`config.mk`:
```
export PLATFORM = sky130hd
export DESIGN_NAME = bitser_prog_seq
export DESIGN_NICKNAME = d
export VERILOG_FILES = /design/src/rtl/sbs_pkg.sv /design/src/rtl/sbs_req_check.sv /design/src/rtl/sbs_bus_cycle.sv /design/src/rtl/sbs_poll_watch.sv /design/src/rtl/bitser_prog_seq.sv
export SDC_FILE = /design/constraint.sdc
export NUM_CORES = 1
export LEC_CHECK = 0
export ABC_AREA = 1
export BUFFER_PORTS_ARGS = -buffer_cell sky130_fd_sc_hd__buf_2
export CAP_MARGIN = 30
export CORE_ASPECT_RATIO = 0.6
export CORE_UTILIZATION = 35
export CTS_CLUSTER_SIZE = 25
export DETAILED_ROUTE_END_ITERATION = 7
export PLACE_DENSITY = 0.58
export SLEW_MARGIN = 10
export SYNTH_ARGS = -nofsm -noshare
export SYNTH_HDL_FRONTEND = slang
export SYNTH_SLANG_ARGS = --single-unit
```
`constraint.sdc`:
```
create_clock -name clk -period 1.9 [get_ports clk]
set_input_delay 0.38 -clock clk [delete_from_list [all_inputs] [get_ports clk]]
set_output_delay 0.38 -clock clk [all_outputs]
set_load 0.01 [all_outputs]
```
`src/rtl/sbs_pkg.sv`:
```
package sbs_pkg;

   // State of the single-bit bus cycle engine
   typedef enum logic [1:0] {
      BUS_IDLE,
      BUS_ACT,
      BUS_GAP
   } bus_st_t;

   // Step of the program sequence being issued
   typedef enum logic [2:0] {
      PH_RST,
      PH_ADDR,
      PH_DATA,
      PH_TRIG_R0,
      PH_TRIG_W1,
      PH_TRIG_R1,
      PH_POLL
   } phase_t;

   // Handshake state of the sequencer with the engine
   typedef enum logic [1:0] {
      SQ_IDLE,
      SQ_ISSUE,
      SQ_WAIT,
      SQ_PAUSE
   } seq_st_t;

   // One bus cycle request
   typedef struct packed {
      logic is_wr;
      logic bit_v;
   } bus_cmd_t;

endpackage

```
`src/rtl/sbs_req_check.sv`:
```
module sbs_req_check #(
   parameter int ADDR_W     = 16,
   parameter int PAGE_BYTES = 32,
   localparam int PB_W      = $clog2(PAGE_BYTES),
   localparam int LEN_W     = PB_W + 1
) (
   input  logic [ADDR_W-1:0] addr,
   input  logic [LEN_W-1:0]  len,
   output logic              ok
);
   localparam int SUM_W = LEN_W + 1;

   logic [SUM_W-1:0] end_pos;

   always_comb begin
      end_pos = SUM_W'(addr[PB_W-1:0]) + SUM_W'(len);
      ok = (len != '0) &&
           (SUM_W'(len) <= SUM_W'(PAGE_BYTES)) &&
           (end_pos <= SUM_W'(PAGE_BYTES));
   end

endmodule

```
`src/rtl/sbs_bus_cycle.sv`:
```
module sbs_bus_cycle #(
   parameter int PULSE_W = 3,
   parameter int GAP_W   = 2
) (
   input  logic             clk,
   input  logic             rst_n,
   input  logic             start,
   input  sbs_pkg::bus_cmd_t cmd,
   output logic             ready,
   output logic             fin,
   output logic             rbit,
   output logic             ce_n,
   output logic             oe_n,
   output logic             we_n,
   output logic             io_out,
   output logic             io_oe,
   input  logic             io_in
);
   import sbs_pkg::*;

   localparam int GW_CW = (GAP_W > 1) ? $clog2(GAP_W) : 1;

   bus_st_t           st;
   logic              wr_q;
   logic              bit_q;
   logic [GW_CW-1:0]  gcnt;
   logic              act_last;
   logic              gap_last;

   // Variant: no pulse counter when the strobe lasts a single clock
   generate
      if (PULSE_W == 1) begin : g_pw1
         assign act_last = 1'b1;
      end else begin : g_pwn
         localparam int PW_CW = $clog2(PULSE_W);
         logic [PW_CW-1:0] pcnt;
         always_ff @(posedge clk or negedge rst_n) begin
            if (!rst_n)              pcnt <= '0;
            else if (st != BUS_ACT)  pcnt <= '0;
            else                     pcnt <= pcnt + 1'b1;
         end
         assign act_last = (pcnt == PW_CW'(PULSE_W - 1));
      end
   endgenerate

   assign gap_last = (gcnt == GW_CW'(GAP_W - 1));

   always_ff @(posedge clk or negedge rst_n) begin
      if (!rst_n) begin
         st    <= BUS_IDLE;
         wr_q  <= 1'b0;
         bit_q <= 1'b0;
         gcnt  <= '0;
         rbit  <= 1'b0;
      end else begin
         unique case (st)
            BUS_IDLE: if (start) begin
               st    <= BUS_ACT;
               wr_q  <= cmd.is_wr;
               bit_q <= cmd.bit_v;
            end
            BUS_ACT: if (act_last) begin
               if (!wr_q) rbit <= io_in;
               st   <= BUS_GAP;
               gcnt <= '0;
            end
            BUS_GAP: begin
               if (gap_last) st <= BUS_IDLE;
               else          gcnt <= gcnt + 1'b1;
            end
            default: st <= BUS_IDLE;
         endcase
      end
   end

   assign ready  = (st == BUS_IDLE);
   assign fin    = (st == BUS_GAP) && gap_last;
   assign ce_n   = (st != BUS_ACT);
   assign we_n   = !((st == BUS_ACT) && wr_q);
   assign oe_n   = !((st == BUS_ACT) && !wr_q);
   assign io_oe  = (st == BUS_ACT) && wr_q;
   assign io_out = io_oe & bit_q;

   // Strobe-width checker counter
   logic [15:0] chk_low;
   always_ff @(posedge clk or negedge rst_n) begin
      if (!rst_n)    chk_low <= '0;
      else if (!ce_n) chk_low <= chk_low + 1'b1;
      else           chk_low <= '0;
   end

   AST_STROBE_IN_CE: assert property (@(posedge clk) disable iff (!rst_n)
      (!oe_n || !we_n) |-> !ce_n);
   AST_ONE_STROBE: assert property (@(posedge clk) disable iff (!rst_n)
      !(!oe_n && !we_n));
   AST_CE_RELEASE: assert property (@(posedge clk) disable iff (!rst_n)
      $rose(ce_n) |=> ce_n);
   AST_DRIVE_ON_WRITE: assert property (@(posedge clk) disable iff (!rst_n)
      io_oe |-> !we_n);
   AST_FLOAT_ON_READ: assert property (@(posedge clk) disable iff (!rst_n)
      !oe_n |-> !io_oe);
   AST_PULSE_WIDTH: assert property (@(posedge clk) disable iff (!rst_n)
      $rose(ce_n) |-> (chk_low == 16'(PULSE_W)));

endmodule

```
`src/rtl/sbs_poll_watch.sv`:
```
module sbs_poll_watch #(
   parameter int POLL_GAP  = 200,
   parameter int MAX_POLLS = 1000
) (
   input  logic clk,
   input  logic rst_n,
   input  logic clear,
   input  logic poll_low,
   output logic last_poll,
   output logic pause_over
);
   localparam int CNT_W = $clog2(MAX_POLLS + 1);
   localparam int WC_W  = $clog2(POLL_GAP + 1);

   logic [CNT_W-1:0] polls;
   logic [WC_W-1:0]  wcnt;
   logic             run;

   assign last_poll  = (polls == CNT_W'(MAX_POLLS - 1));
   assign pause_over = run && (wcnt == WC_W'(POLL_GAP - 1));

   always_ff @(posedge clk or negedge rst_n) begin
      if (!rst_n) begin
         polls <= '0;
         wcnt  <= '0;
         run   <= 1'b0;
      end else begin
         if (clear)         polls <= '0;
         else if (poll_low) polls <= polls + 1'b1;

         if (poll_low) begin
            run  <= 1'b1;
            wcnt <= '0;
         end else if (run) begin
            if (pause_over) run <= 1'b0;
            else            wcnt <= wcnt + 1'b1;
         end
      end
   end

   AST_POLL_BOUND: assert property (@(posedge clk) disable iff (!rst_n)
      polls < CNT_W'(MAX_POLLS));

endmodule

```
`src/rtl/bitser_prog_seq.sv`:
```
module bitser_prog_seq #(
   parameter int ADDR_W     = 16,
   parameter int PAGE_BYTES = 32,
   parameter int PULSE_W    = 3,
   parameter int GAP_W      = 2,
   parameter int POLL_GAP   = 200,
   parameter int MAX_POLLS  = 1000,
   localparam int PB_W      = $clog2(PAGE_BYTES),
   localparam int LEN_W     = PB_W + 1,
   localparam int DATA_W    = PAGE_BYTES * 8
) (
   input  logic              clk,
   input  logic              rst_n,
   input  logic              req_go,
   input  logic [ADDR_W-1:0] req_addr,
   input  logic [LEN_W-1:0]  req_len,
   input  logic [DATA_W-1:0] req_data,
   output logic              busy,
   output logic              done,
   output logic              st_reject,
   output logic              st_timeout,
   output logic              mem_ce_n,
   output logic              mem_oe_n,
   output logic              mem_we_n,
   output logic              mem_io_out,
   output logic              mem_io_oe,
   input  logic              mem_io_in
);
   import sbs_pkg::*;

   localparam int DBIT_W = PB_W + 3;
   localparam int AIX_W  = $clog2(ADDR_W);

   initial begin : p_param_chk
      if (PULSE_W < 1)   $fatal(1, "PULSE_W must be at least 1");
      if (GAP_W < 1)     $fatal(1, "GAP_W must be at least 1");
      if (POLL_GAP < 1)  $fatal(1, "POLL_GAP must be at least 1");
      if (MAX_POLLS < 1) $fatal(1, "MAX_POLLS must be at least 1");
      if ((1 << PB_W) != PAGE_BYTES) $fatal(1, "PAGE_BYTES must be a power of two");
      if (ADDR_W <= PB_W || AIX_W > DBIT_W) $fatal(1, "ADDR_W does not fit the page size");
   end

   seq_st_t            sq;
   phase_t             phase;
   logic [DBIT_W-1:0]  cnt;
   logic [DBIT_W-1:0]  nb_q;
   logic [ADDR_W-1:0]  addr_q;
   logic [DATA_W-1:0]  data_q;
   logic               st_rej;
   logic               st_to;

   logic               req_ok;
   logic               eng_ready;
   logic               eng_fin;
   logic               eng_rbit;
   logic               eng_start;
   bus_cmd_t           cmd;
   logic               last_poll;
   logic               pause_over;
   logic               accept;
   logic               poll_low;
   logic [AIX_W-1:0]   addr_idx;

   sbs_req_check #(.ADDR_W(ADDR_W), .PAGE_BYTES(PAGE_BYTES)) u_chk (
      .addr (req_addr),
      .len  (req_len),
      .ok   (req_ok)
   );

   sbs_bus_cycle #(.PULSE_W(PULSE_W), .GAP_W(GAP_W)) u_bus (
      .clk    (clk),
      .rst_n  (rst_n),
      .start  (eng_start),
      .cmd    (cmd),
      .ready  (eng_ready),
      .fin    (eng_fin),
      .rbit   (eng_rbit),
      .ce_n   (mem_ce_n),
      .oe_n   (mem_oe_n),
      .we_n   (mem_we_n),
      .io_out (mem_io_out),
      .io_oe  (mem_io_oe),
      .io_in  (mem_io_in)
   );

   sbs_poll_watch #(.POLL_GAP(POLL_GAP), .MAX_POLLS(MAX_POLLS)) u_watch (
      .clk        (clk),
      .rst_n      (rst_n),
      .clear      (accept),
      .poll_low   (poll_low),
      .last_poll  (last_poll),
      .pause_over (pause_over)
   );

   assign accept    = (sq == SQ_IDLE) && req_go && !done && req_ok;
   assign eng_start = (sq == SQ_ISSUE) && eng_ready;
   assign poll_low  = (sq == SQ_WAIT) && eng_fin && (phase == PH_POLL) &&
                      !eng_rbit && !last_poll;
   assign addr_idx  = AIX_W'(ADDR_W - 1) - cnt[AIX_W-1:0];

   // Bus cycle selection for the current step
   always_comb begin
      cmd = '{is_wr: 1'b0, bit_v: 1'b0};
      unique case (phase)
         PH_ADDR:    cmd = '{is_wr: 1'b1, bit_v: addr_q[addr_idx]};
         PH_DATA:    cmd = '{is_wr: 1'b1, bit_v: data_q[{cnt[DBIT_W-1:3], ~cnt[2:0]}]};
         PH_TRIG_W1: cmd = '{is_wr: 1'b1, bit_v: 1'b1};
         default:    cmd = '{is_wr: 1'b0, bit_v: 1'b0};
      endcase
   end

   always_ff @(posedge clk or negedge rst_n) begin
      if (!rst_n) begin
         sq     <= SQ_IDLE;
         phase  <= PH_RST;
         cnt    <= '0;
         nb_q   <= '0;
         addr_q <= '0;
         data_q <= '0;
         done   <= 1'b0;
         st_rej <= 1'b0;
         st_to  <= 1'b0;
      end else begin
         done <= 1'b0;
         unique case (sq)
            SQ_IDLE: if (req_go && !done) begin
               if (req_ok) begin
                  addr_q <= req_addr;
                  data_q <= req_data;
                  nb_q   <= {PB_W'(req_len - LEN_W'(1)), 3'b111};
                  phase  <= PH_RST;
                  cnt    <= '0;
                  st_rej <= 1'b0;
                  st_to  <= 1'b0;
                  sq     <= SQ_ISSUE;
               end else begin
                  done   <= 1'b1;
                  st_rej <= 1'b1;
                  st_to  <= 1'b0;
               end
            end
            SQ_ISSUE: if (eng_ready) sq <= SQ_WAIT;
            SQ_WAIT: if (eng_fin) begin
               sq <= SQ_ISSUE;
               unique case (phase)
                  PH_RST: begin
                     phase <= PH_ADDR;
                     cnt   <= '0;
                  end
                  PH_ADDR: begin
                     if (cnt == DBIT_W'(ADDR_W - 1)) begin
                        phase <= PH_DATA;
                        cnt   <= '0;
                     end else begin
                        cnt <= cnt + 1'b1;
                     end
                  end
                  PH_DATA: begin
                     if (cnt == nb_q) phase <= PH_TRIG_R0;
                     else             cnt   <= cnt + 1'b1;
                  end
                  PH_TRIG_R0: phase <= PH_TRIG_W1;
                  PH_TRIG_W1: phase <= PH_TRIG_R1;
                  PH_TRIG_R1: phase <= PH_POLL;
                  PH_POLL: begin
                     if (eng_rbit) begin
                        done <= 1'b1;
                        sq   <= SQ_IDLE;
                     end else if (last_poll) begin
                        done  <= 1'b1;
                        st_to <= 1'b1;
                        sq    <= SQ_IDLE;
                     end else begin
                        sq <= SQ_PAUSE;
                     end
                  end
                  default: sq <= SQ_IDLE;
               endcase
            end
            SQ_PAUSE: if (pause_over) sq <= SQ_ISSUE;
            default: sq <= SQ_IDLE;
         endcase
      end
   end

   assign busy       = (sq != SQ_IDLE);
   assign st_reject  = st_rej;
   assign st_timeout = st_to;

   AST_DONE_NOT_BUSY: assert property (@(posedge clk) disable iff (!rst_n)
      done |-> !busy);
   AST_DONE_SINGLE: assert property (@(posedge clk) disable iff (!rst_n)
      done |=> !done);
   AST_HOLD_WHILE_BUSY: assert property (@(posedge clk) disable iff (!rst_n)
      (busy && req_go) |=> ($stable(addr_q) && $stable(nb_q)));
   AST_REJECT_QUIET: assert property (@(posedge clk) disable iff (!rst_n)
      (done && st_reject) |-> mem_ce_n);

endmodule

```
==> impl_results.rst <==
.. list-table::
   :header-rows: 1

   * - Metric
     - Value
   * - # fillers
     - 4,026
   * - TritonCTS Buffers
     - 36
   * - Wirelength, routed
     - ~62,000 um
   * - Final RePlAce weighted congestion
     - 0.880
   * - Final Hold Viols
     - 0
   * - Arr. time, crit path
     - 2720 ps
   * - Max-slew violation count
     - 0
   * - Final clock skew
     - between 10 and 15 ps
   * - Placement Rows
     - 60
   * - DIE WIDTH
     - between 200 and 300 um
   * - Half-perimeter wire length of the detailed placement result
     - roughly 37,000 um
   * - Global-route wire length before repair
     - 93,900 um
   * - Number of cells traversed by the worst hold path
     - 3
   * - Flop and latch count out of synthesis
     - approximately 320
   * - Final design area excluding fillers
     - 24,900 um^2
   * - Number of maximum-capacitance constraint violations
     - 0
   * - Rel. slew slack
     - 0.656
   * - Reg-to-reg startpoint
     - cnt[0]
   * - Root buf cell
     - sky130_fd_sc_hd__clkbuf_16
   * - TritonCTS clock tree
     - yes
   * - Nets
     - around 2,900
   * - Asr flop ratio synth
     - 1.00
   * - TritonRoute pass-1 iters
     - 7
   * - Leading post-synthesis cells by instance count
     - sky130_fd_sc_hd__nand2_1, sky130_fd_sc_hd__dfrtp_1, sky130_fd_sc_hd__inv_1
   * - Synthesis-to-finish area growth
     - 54.4%
   * - Synth Instances
     - roughly 2,100
   * - Worst Reg-to-Reg Cells
     - 15
   * - Setup slack of the most critical reg-to-reg path
     - -350 ps
   * - Worst reg2reg endpoint
     - u_bus.bit_q
   * - Highest-delay cell along the critical path
     - sky130_fd_sc_hd__dfrtp_4
   * - Setup Crit Path Kind
     - reg -> reg
   * - Most used standard cell by instance count after synthesis
     - sky130_fd_sc_hd__nand2_1
   * - RSZ-0062 raised after global routing
     - yes
   * - Worst min path class
     - in -> reg
   * - Required time reported for the critical path endpoint
     - 2370 ps
   * - Delay of the slowest critical-path stage
     - ~590 ps
   * - Area of the multi-input gates
     - 8590 um^2
   * - Post-route insts no fill
     - between 3,000 and 4,000
   * - Startpoint type of the worst setup path
     - flip-flop
   * - Library cell appearing most often on the critical path
     - sky130_fd_sc_hd__nand2_1
   * - Util after Layout
     - 0.552
   * - Latest clock arrival within the worst-skew pair
     - 540 ps
   * - Top cells by area in the synthesized netlist
     - sky130_fd_sc_hd__dfrtp_1, sky130_fd_sc_hd__nand2_1, sky130_fd_sc_hd__inv_1
   * - Worst Setup End Kind
     - flip-flop
   * - Area of the core region
     - between 40,000 and 50,000 um^2
   * - Count of flip-flops with a built-in enable after synthesis
     - 0
   * - Maximum level of the CTS H-tree
     - 2
   * - Via total after detailed routing
     - around 16,000
   * - Antenna violations before repair
     - 7
   * - Average wire length per cell after detail routing
     - about 19 um
   * - Initial Util
     - 0.357
   * - Number of nets with antenna violations after routing
     - 0
   * - Net Count, Synth
     - approximately 2,400
   * - Power density cells
     - 1160 nW/um^2
   * - Clock Sinks
     - 321
   * - Final-layout setup total negative slack
     - -57,040 ps
   * - Critical hold path startpoint
     - req_data[69]
   * - Sequential element share of the synthesized area
     - 0.498
   * - Worst VDD drop
     - 0.566 mV
   * - Count of boundary I/O pins
     - 291
   * - Final Critical Period
     - 2250 ps
   * - DRC violation total after the first TritonRoute iteration
     - 1,369
   * - Proportion of layout cells with a drive suffix above 1
     - 0.408
   * - Maximum number of pins on one net before global-route repair
     - 66
   * - Achievable frequency
     - 0.445 GHz
   * - Height of the die
     - between 150 and 200 um
   * - Storage cell area
     - 8040 um^2
   * - CP Cell Sequence
     - buf_6, buf_16, nand2_1, o211ai_1, nand3_1, nand3_1, a21oi_2, nor2_2, nand2_1, nand2_1, nand2_1, nand3_2, nand2_1, nand2_1, nand2_1
   * - Synthesized cell area
     - 16,100 um^2
   * - Grt ovf
     - 0
   * - Mean number of vias per cell
     - 5.10
   * - Post-placement cell area
     - ~19,000 um^2
   * - Placed cells
     - a little over 3,000
   * - Worst Path Max Fanout
     - 33
   * - Area share of the largest cell type after synthesis
     - 0.498
   * - Overall fraction of global-route tracks in use
     - 0.258
   * - Syn. warnings
     - 0
   * - Average instance area after synthesis
     - 7.66 um^2
   * - Buffers on Ports
     - between 200 and 300
   * - Die Area
     - 47,000 um^2
   * - Top_reg_cell synth
     - sky130_fd_sc_hd__dfrtp_1
   * - Static leakage
     - 12.8 nW
   * - Smallest setup slack after layout
     - -348 ps
   * - Clock transition at the register clock pins on the worst setup and hold paths after CTS
     - 60 ps
   * - Distinct cells, synth
     - 41
   * - Failing checks
     - negative setup slack
   * - Transition time of the tightest slew-check pin
     - between 500 and 600 ps
   * - End point of the worst hold path
     - data_q[69]
   * - Library cell with the largest summed area after synthesis
     - sky130_fd_sc_hd__dfrtp_1
   * - Maximum count of clock buffers along a single path
     - 3
   * - Run status
     - finished with violations
   * - Number of remaining DRC errors
     - 0
   * - Count of final setup violators
     - 294
   * - Via count of the first global-routing pass
     - about 17,000
   * - Period Utilization, post-route
     - 1.18
-- worst max-delay path, delay by kind of cell, from the launching register on --
kind | cells | cell delay, ps
AO/OA/AOI/OAI | 2 | 340
AND/OR/NAND/NOR | 11 | 890
buffers and inverters | 2 | 350
flip-flops | 1 | 590
-- registers in the layout, indices dropped and copies added (netlist names), 3 cells and up --
| signal | cells |
|---|---|
| nb_q | 6 |
| u_watch.polls | 10 |
| u_watch.wcnt | 8 |
| phase | 3 |
| cnt | 8 |
| addr_q | 16 |
| data_q | 256 |
-- timing repair --
action,4_1_cts,5_1_grt
endpoints found under the setup margin,234,313
pin swaps,30,39
gates resized for setup,370,393
buffers inserted,55,15
cloned,56,13
hold buffers,1,0
hold endpoints to repair,36,0
-- cell families (layout without fill, tap and decap cells) --
kind of cell	after synthesis	count (layout)	share of synthesized area
AND/OR/NAND/NOR	1058	1059	0.268
flip-flops	321	321	0.498
buffers and inverters	358	835	0.0991
adder cells (fa/ha/maj)	16	16	0.0129
AO/OA/AOI/OAI	334	334	0.112
XOR/XNOR	18	18	0.00977
other	0	5	0
-- cells in the final DEF, fill, tap and decap left out, drive strengths merged, types with 5 or more instances in the layout --
cell,synthesis,routed
ha,15,15
nor3,16,16
nor2,98,98
clkinv,0,9
buf,106,523
inv,235,234
a21oi,44,44
o211ai,45,45
xnor2,9,9
dfrtp,321,321
nand4,17,17
diode,0,5
nand2,743,744
nand3,171,171
o21ai,233,233
xor2,9,9
clkbuf,17,65
-- worst max path at each step --
stage                 from          end  slack, ps  depth (start not counted)
2_1_floorplan  req_addr[0]    addr_q[0]       -170                         15
3_3_place_gp   req_addr[0]   data_q[49]       -640                         14
3_5_place_dp   req_addr[0]  data_q[196]       -650                         14
4_1_cts             cnt[0]     phase[2]       -300                         12
5_1_grt             cnt[0]  u_bus.bit_q       -490                         18
6_report            cnt[0]  u_bus.bit_q       -350                         15
-- layer usage --
layer / global-route usage / vias to the layer above / share of wire / routed length (um)
li1: - / 7651 / - / -
met1: 0.366 / 8003 / 0.45 / 28200
met2: 0.403 / 572 / 0.46 / 28600
met3: 0.0452 / 120 / 0.066 / 4110
met4: 0.0714 / 4 / 0.023 / 1410
met5: 0 / - / 0.00043 / 27
-- through the flow --
stage	setup WS (ps)	power (mW)	hold slack, ps
after floorplan	-172	16.2	84.4
after global placement	-635	18.5	322
after detailed placement	-649	18.8	332
after CTS	-300	27.8	19.7
after global routing	-494	30.6	33.5
final	-348	28.9	40.9
-- final cells by class --
type / instances / share of cell area
clock inverter: 5 / 0.00316
timing repair inverter: 5 / 0.00563
timing repair buffer: 536 / 0.212
tap: 620 / 0.0311
multi-input combinational: 1427 / 0.345
inverter: 235 / 0.0370
clock buffer: 54 / 0.0425
sequential: 321 / 0.323
antenna: 5 / 0.000502
-- power by group --
group / internal (mW) / switching, mW / total (mW) / leakage (nW)
registers: 9.83 / 1.21 / 11.0 / 3.97
logic: 4.71 / 6.05 / 10.8 / 8.29
clock network: 4.11 / 2.95 / 7.05 / 0.558
total: 18.6 / 10.2 / 28.9 / 12.8
(Power assumes the default switching activity.)
